### src/rtl/fir_pkg.sv
package fir_pkg;
  localparam int unsigned OFF_ID    = 32'h00;
  localparam int unsigned OFF_LIVE  = 32'h04;
  localparam int unsigned OFF_FACT  = 32'h08;
  localparam int unsigned OFF_STAT  = 32'h20;
  localparam int unsigned OFF_ISTAT = 32'h24;
  localparam int unsigned OFF_RAISE = 32'h60;
  localparam int unsigned OFF_ACK   = 32'h64;

  localparam int unsigned BUSY_BIT  = 0;
  localparam int unsigned IEN_BIT   = 7;
  localparam int unsigned DONE_IRQ_BIT = 0;

  typedef enum logic [2:0] {
    SEL_NONE,
    SEL_ID,
    SEL_LIVE,
    SEL_FACT,
    SEL_STAT,
    SEL_ISTAT,
    SEL_RAISE,
    SEL_ACK
  } reg_sel_e;
endpackage

### src/rtl/fir_fact_engine.sv
module fir_fact_engine #(
  parameter int DW = 32
) (
  input  logic          clk,
  input  logic          rst,
  input  logic          start,
  input  logic [DW-1:0] n_in,
  output logic          busy,
  output logic          done,
  output logic [DW-1:0] result
);
  logic [DW-1:0] cnt_q;
  logic [DW-1:0] acc_q;

  // Final cycle: remaining factor is 0 or 1.
  assign done   = busy && (cnt_q <= DW'(1));
  assign result = acc_q;

  always_ff @(posedge clk) begin
    if (rst) begin
      busy  <= 1'b0;
      cnt_q <= '0;
      acc_q <= '0;
    end else if (!busy) begin
      if (start) begin
        busy  <= 1'b1;
        cnt_q <= n_in;
        acc_q <= DW'(1);
      end
    end else if (done) begin
      busy <= 1'b0;
    end else begin
      acc_q <= acc_q * cnt_q;
      cnt_q <= cnt_q - DW'(1);
    end
  end

  assert_done_ends_busy_R5: assert property (@(posedge clk) disable iff (rst)
    done |=> !busy);

  assert_busy_holds_R6: assert property (@(posedge clk) disable iff (rst)
    (busy && !done) |=> busy);

  assert_idle_result_stable_R3: assert property (@(posedge clk) disable iff (rst)
    (!busy && !start) |=> $stable(result));
endmodule

### src/rtl/fir_irq_ctrl.sv
module fir_irq_ctrl #(
  parameter int DW = 32
) (
  input  logic          clk,
  input  logic          rst,
  input  logic          raise_we,
  input  logic          ack_we,
  input  logic [DW-1:0] wdata,
  input  logic [DW-1:0] evt_set,
  output logic [DW-1:0] istat,
  output logic          irq_o
);
  logic [DW-1:0] clr_mask;
  logic [DW-1:0] set_mask;
  logic [DW-1:0] istat_d;

  always_comb begin
    clr_mask = ack_we   ? wdata : '0;
    set_mask = raise_we ? wdata : '0;
    // Hardware events are applied after the clear, so they survive a same-cycle acknowledge.
    istat_d  = (istat & ~clr_mask) | set_mask | evt_set;
  end

  always_ff @(posedge clk) begin
    if (rst) begin
      istat <= '0;
      irq_o <= 1'b0;
    end else begin
      istat <= istat_d;
      irq_o <= |istat_d;
    end
  end

  assert_raise_sets_R8: assert property (@(posedge clk) disable iff (rst)
    raise_we |=> ((istat & $past(wdata)) == $past(wdata)));

  assert_ack_clears_R9: assert property (@(posedge clk) disable iff (rst)
    (ack_we && (evt_set == '0)) |=> ((istat & $past(wdata)) == '0));

  assert_event_wins_R9: assert property (@(posedge clk) disable iff (rst)
    (evt_set != '0) |=> ((istat & $past(evt_set)) == $past(evt_set)));

  assert_irq_level_R10: assert property (@(posedge clk) disable iff (rst)
    1'b1 |=> (irq_o == (istat != '0)));
endmodule

### src/rtl/fir_read_mux.sv
module fir_read_mux
  import fir_pkg::*;
#(
  parameter int DW = 32,
  parameter logic [DW-1:0] ID_VALUE = '0
) (
  input  reg_sel_e      sel,
  input  logic [DW-1:0] live_q,
  input  logic [DW-1:0] fact_res,
  input  logic          busy,
  input  logic          irq_en,
  input  logic [DW-1:0] istat,
  output logic [DW-1:0] word
);
  logic [DW-1:0] stat_word;

  always_comb begin
    stat_word           = '0;
    stat_word[BUSY_BIT] = busy;
    stat_word[IEN_BIT]  = irq_en;
  end

  always_comb begin
    unique case (sel)
      SEL_ID:    word = ID_VALUE;
      SEL_LIVE:  word = ~live_q;
      SEL_FACT:  word = fact_res;
      SEL_STAT:  word = stat_word;
      SEL_ISTAT: word = istat;
      default:   word = '0;
    endcase
  end
endmodule

### src/rtl/fir_regblock.sv
module fir_regblock
  import fir_pkg::*;
#(
  parameter int ADDR_W = 8,
  parameter int DW = 32,
  parameter logic [DW-1:0] ID_VALUE = 32'hC0DE_0100
) (
  input  logic              clk,
  input  logic              rst,
  input  logic              bus_wr,
  input  logic              bus_rd,
  input  logic [ADDR_W-1:0] bus_addr,
  input  logic [DW-1:0]     bus_wdata,
  output logic [DW-1:0]     bus_rdata,
  output logic              irq_o
);
  localparam int STAT_W = IEN_BIT + 1;

  reg_sel_e      sel;
  logic [DW-1:0] live_q;
  logic          irq_en;
  logic          busy;
  logic          done;
  logic [DW-1:0] fact_res;
  logic [DW-1:0] istat;
  logic [DW-1:0] evt_set;
  logic [DW-1:0] rd_word;

  always_comb begin
    case (bus_addr)
      ADDR_W'(OFF_ID):    sel = SEL_ID;
      ADDR_W'(OFF_LIVE):  sel = SEL_LIVE;
      ADDR_W'(OFF_FACT):  sel = SEL_FACT;
      ADDR_W'(OFF_STAT):  sel = SEL_STAT;
      ADDR_W'(OFF_ISTAT): sel = SEL_ISTAT;
      ADDR_W'(OFF_RAISE): sel = SEL_RAISE;
      ADDR_W'(OFF_ACK):   sel = SEL_ACK;
      default:            sel = SEL_NONE;
    endcase
  end

  always_ff @(posedge clk) begin
    if (rst) begin
      live_q <= '0;
      irq_en <= 1'b0;
    end else if (bus_wr) begin
      if (sel == SEL_LIVE) live_q <= bus_wdata;
      if (sel == SEL_STAT) irq_en <= bus_wdata[IEN_BIT];
    end
  end

  always_comb begin
    evt_set               = '0;
    evt_set[DONE_IRQ_BIT] = done && irq_en;
  end

  fir_fact_engine #(.DW(DW)) u_engine (
    .clk    (clk),
    .rst    (rst),
    .start  (bus_wr && (sel == SEL_FACT)),
    .n_in   (bus_wdata),
    .busy   (busy),
    .done   (done),
    .result (fact_res)
  );

  fir_irq_ctrl #(.DW(DW)) u_irq (
    .clk      (clk),
    .rst      (rst),
    .raise_we (bus_wr && (sel == SEL_RAISE)),
    .ack_we   (bus_wr && (sel == SEL_ACK)),
    .wdata    (bus_wdata),
    .evt_set  (evt_set),
    .istat    (istat),
    .irq_o    (irq_o)
  );

  fir_read_mux #(.DW(DW), .ID_VALUE(ID_VALUE)) u_rmux (
    .sel      (sel),
    .live_q   (live_q),
    .fact_res (fact_res),
    .busy     (busy),
    .irq_en   (irq_en),
    .istat    (istat),
    .word     (rd_word)
  );

  always_ff @(posedge clk) begin
    if (rst) begin
      bus_rdata <= '0;
    end else if (bus_rd) begin
      bus_rdata <= rd_word;
    end
  end

  initial begin
    assert (DW >= STAT_W) else $error("DW too narrow for status bits");
  end

  assert_live_inverse_R2: assert property (@(posedge clk) disable iff (rst)
    (bus_rd && (sel == SEL_LIVE)) |=> (bus_rdata == ~$past(live_q)));

  assert_unmapped_zero_R11: assert property (@(posedge clk) disable iff (rst)
    (bus_rd && (sel == SEL_NONE)) |=> (bus_rdata == '0));

  assert_id_const_R1: assert property (@(posedge clk) disable iff (rst)
    (bus_rd && (sel == SEL_ID)) |=> (bus_rdata == ID_VALUE));
endmodule

### config.mk
export PLATFORM = sky130hd
export DESIGN_NAME = fir_regblock
export DESIGN_NICKNAME = d
export VERILOG_FILES = /design/src/rtl/fir_pkg.sv /design/src/rtl/fir_fact_engine.sv /design/src/rtl/fir_irq_ctrl.sv /design/src/rtl/fir_read_mux.sv /design/src/rtl/fir_regblock.sv
export SDC_FILE = /design/constraint.sdc
export NUM_CORES = 2
export LEC_CHECK = 0
export ABC_CLOCK_PERIOD_IN_PS = 12300
export BUFFER_PORTS_ARGS = -buffer_cell sky130_fd_sc_hd__buf_2
export CAP_MARGIN = 20
export CORE_MARGIN = 1.5
export CORE_UTILIZATION = 50
export CTS_BUF_LIST = sky130_fd_sc_hd__clkbuf_4
export CTS_CLUSTER_DIAMETER = 100
export CTS_CLUSTER_SIZE = 24
export DETAILED_ROUTE_END_ITERATION = 8
export PLACE_DENSITY = 0.63
export SYNTH_ARGS = -nofsm -noshare
export SYNTH_HDL_FRONTEND = slang
export SYNTH_HIERARCHICAL = 1
export SYNTH_SLANG_ARGS = --single-unit
export TNS_END_PERCENT = 10
### constraint.sdc
create_clock -name clk -period 12.3 [get_ports clk]
set_input_delay 0.615 -clock clk [delete_from_list [all_inputs] [get_ports clk]]
set_output_delay 0.615 -clock clk [all_outputs]
set_load 0.1 [all_outputs]
==> impl_metrics.toml <==
[placement]
dp_cells = 3282
placedInstanceArea_mm2 = 0.0248
gp_congestion = 0.929
dp.final_hpwl_um = 52700
io_buffers = 76

[pwr]
p_sw_share_pct = 33.7
p_seq_share_pct = 52.6
finalPower_mw = 1.04
power_density_mw_per_mm2 = 41.5
switchingPower_mw = 0.352
ir_drop_mv = 0.102
leakage_nw = 11.9
internal_power_mw = 0.692
combPwrFrac_pct = 13.5
clkPwrFrac_pct = 33.9

[finish]
fin_area_mm2 = 0.0252
synthToLayoutAreaGrowth_pct = 4.63
num-fill-cells = 4438
layout_commonest_cell = "fa_1"
final_cell_mix = "fa_1 (408), inv_1 (393), and2_1 (312), nand2_1 (286), dfxtp_1 (161)"
nets = 3264
seq_area_mm2 = 0.00327
multiInputGateArea_mm2 = 0.0187
layout-drive-gt1-share_pct = 6.85
layout.cells.non_filler = 3318

[setup_path]
end_kind = "flip-flop"
path_max_fanout = 21
worstPathArrival_ns = 8.52
startpoint_type = "flip-flop"
worstPathRequired_ns = 12.95
crit_type = "flip-flop to flip-flop"

[sta]
worst_pin_slew_ns = 1.15
slew_violations = 0
hold_viol = 0
grt_setup_unrepaired = "false"
tns_ns = 0
fin_worst_skew_ns = 0.0521
finalCriticalPeriod_ns = 7.86
holdWs_ns = 0.152
slew-limit-headroom_pct = 23.1
fmax_ghz = 0.127
finalSetupViolCount = 0
final.period_utilization_pct = 63.9

[route]
postRouteWirelength_um = 69700
viasPerCell = 5.58
drtIter0Drc = 1352
drc = 0
ant_nets = 0
dr_total_vias = 18500
wl_per_cell_um = 21.0
first_pass_iters = 6

[floorplan]
dieArea_mm2 = 0.0494
die_w_um = 222
core.rowCount = 80
start_util_pct = 50.6
core_mm2 = 0.0475
io_pins = 77
chipHeight_um = 222

[status]
status = "completed"

[clock_network]
cts_tree = "done"
cts_root_buf = "clkbuf_4"
cts_sinks = 163
post_cts_buffers = 0
cts_buffers = 17
cts_resized = 0
cts_buffer_depth = 2
clkTransAtPathRegs_ns = 0.18
htreeDepth = 4
worstSkewPairLatency_ns = 0.76
holdBufCountCts = 0

[grt]
grt_pass1_vias = 19600
grt_max_degree = 90
overflow = 0
grtUsageTotal_pct = 29.2
antenna_found_initial = 3
grt_pass1_wl_um = 110000

[logic_synthesis]
synth_edf_count = 0
yosys_warnings = 6
ys_seq_area_share_pct = 13.6
synth_cell_types = 74
syn_inst = 2698
synth_flop_cell = "dfxtp_1"
synthesis.area_mm2 = 0.0240
avgSynthCellArea_um2 = 8.91
synth-async-reset-ratio_pct = 0
ys_seq_elements = 163

[job]
maxCapViolations = 0

[hold_path]
hp-class = "input port to flip-flop"
[through the flow]
stage | setup slack (ns) | utilization [%]
after floorplan | 5.27 | -
after global placement | 4.53 | 52.3
after detailed placement | 4.49 | 52.3
after CTS | 4.45 | 52.8
after global routing | 4.16 | 52.9
final | 4.44 | 52.9
[synth_stat cells, drive strengths merged, types with 3 or more instances]
library cell | number | area share (%)
fa | 408 | 34
inv | 393 | 6.1
and2 | 312 | 8.1
nand2 | 286 | 4.5
dfxtp | 163 | 14
clkbuf | 144 | 2.2
nor2 | 141 | 2.2
ha | 125 | 6.5
nand2b | 121 | 3.1
xnor2 | 70 | 2.6
mux2i | 69 | 2.9
a21oi | 68 | 1.4
a21o | 48 | 1.5
o21ai | 42 | 0.89
buf | 32 | 0.99
a32o | 23 | 0.96
a21boi | 19 | 0.59
xor2 | 18 | 0.66
a22oi | 17 | 0.53
a2111oi | 16 | 0.66
nor2b | 15 | 0.39
nor3 | 14 | 0.29
a211oi | 13 | 0.41
a22o | 12 | 0.44
nand3b | 12 | 0.37
o211ai | 12 | 0.56
nand3 | 9 | 0.19
nand4 | 9 | 0.23
or4b | 9 | 0.52
nor4 | 8 | 0.27
a31oi | 6 | 0.16
or3 | 6 | 0.22
and3 | 5 | 0.13
o22ai | 5 | 0.13
o32ai | 5 | 0.18
or4 | 5 | 0.19
or2 | 4 | 0.11
a221oi | 3 | 0.11
o2111ai | 3 | 0.11
o2bb2ai | 3 | 0.11
o31ai | 3 | 0.094
[registers in the layout, indices dropped and copies added, names as in the netlist]
signal           cells
bus_rdata           32
irq_en               1
live_q              32
u_engine/busy        1
u_engine/cnt_q      32
u_engine/result     32
u_irq/irq_o          1
u_irq/istat         32
[worst max-delay path, cell delays in order (launching register included)]
cell and delay [ns]:
dfxtp_1 1.11, buf_4 0.35, and2_1 0.18, fa_1 0.39
inv_1 0.07, fa_1 0.42, fa_1 0.49, inv_1 0.05
fa_1 0.53, ha_1 0.22, ha_1 0.27, inv_1 0.04
fa_1 0.47, inv_1 0.05, fa_1 0.44, ha_1 0.36
a21oi_1 0.30, nor2b_1 0.09, nor2_1 0.16, a21oi_1 0.24
o21ai_0 0.53, a21boi_0 0.24, o21a_1 0.23, or3_1 0.30
a32o_1 0.24
[power groups by stage]
stage | Combinational, mW | Clock [mW] | Sequential [mW]
final | 0.141 | 0.354 | 0.549
after CTS | 0.140 | 0.369 | 0.549
after detailed placement | 0.140 | 0 | 0.561
after global placement | 0.137 | 0 | 0.560
after floorplan | 0.0690 | 0 | 0.592
after global routing | 0.151 | 0.385 | 0.551
[worst paths after layout]
kind	start	end	slack (ns)	cells after the start
worst max-delay path	u_engine/result[7]	u_engine/result[23]	4.44	24
worst min-delay path	bus_wdata[13]	live_q[13]	0.15	3
worst max register to register	u_engine/result[7]	u_engine/result[23]	4.44	24
worst min register to register	u_engine/cnt_q[1]	u_engine/cnt_q[1]	0.47	2
[cell type report]
cell class / instances / share of cell area (%)
clock buffers: 17 / 0.507
flip-flops and latches: 163 / 13.0
repair buffers: 116 / 2.75
multi-input cells: 1996 / 74.2
diodes: 4 / 0.0398
clock inverters: 14 / 0.602
inverters: 393 / 5.87
well taps: 615 / 3.06
[metal layers]
layer  track usage [%]  share of wire (%)  vias to the layer above
li1                  -                  -                     8366
met1              38.6                 43                     9378
met2              49.2                 48                      643
met3              3.80                6.0                      123
met4              10.3                3.0                        2
met5                 0              0.014                        -
[cell families (layout without fill, tap and decap cells)]
group / count (synthesis) / in the layout / synth area share (%)
and+or+nand+nor: 963 / 963 / 21.1
buffers and inverters: 569 / 540 / 9.37
adders and majority gates: 533 / 533 / 40.5
AOI/OAI and AO/OA: 312 / 312 / 9.37
DFF: 163 / 163 / 13.6
xor gates and xnor gates: 88 / 88 / 3.21
muxes: 69 / 69 / 2.87
other: 1 / 35 / 0.0156
Power figures use the tool's default switching activity.
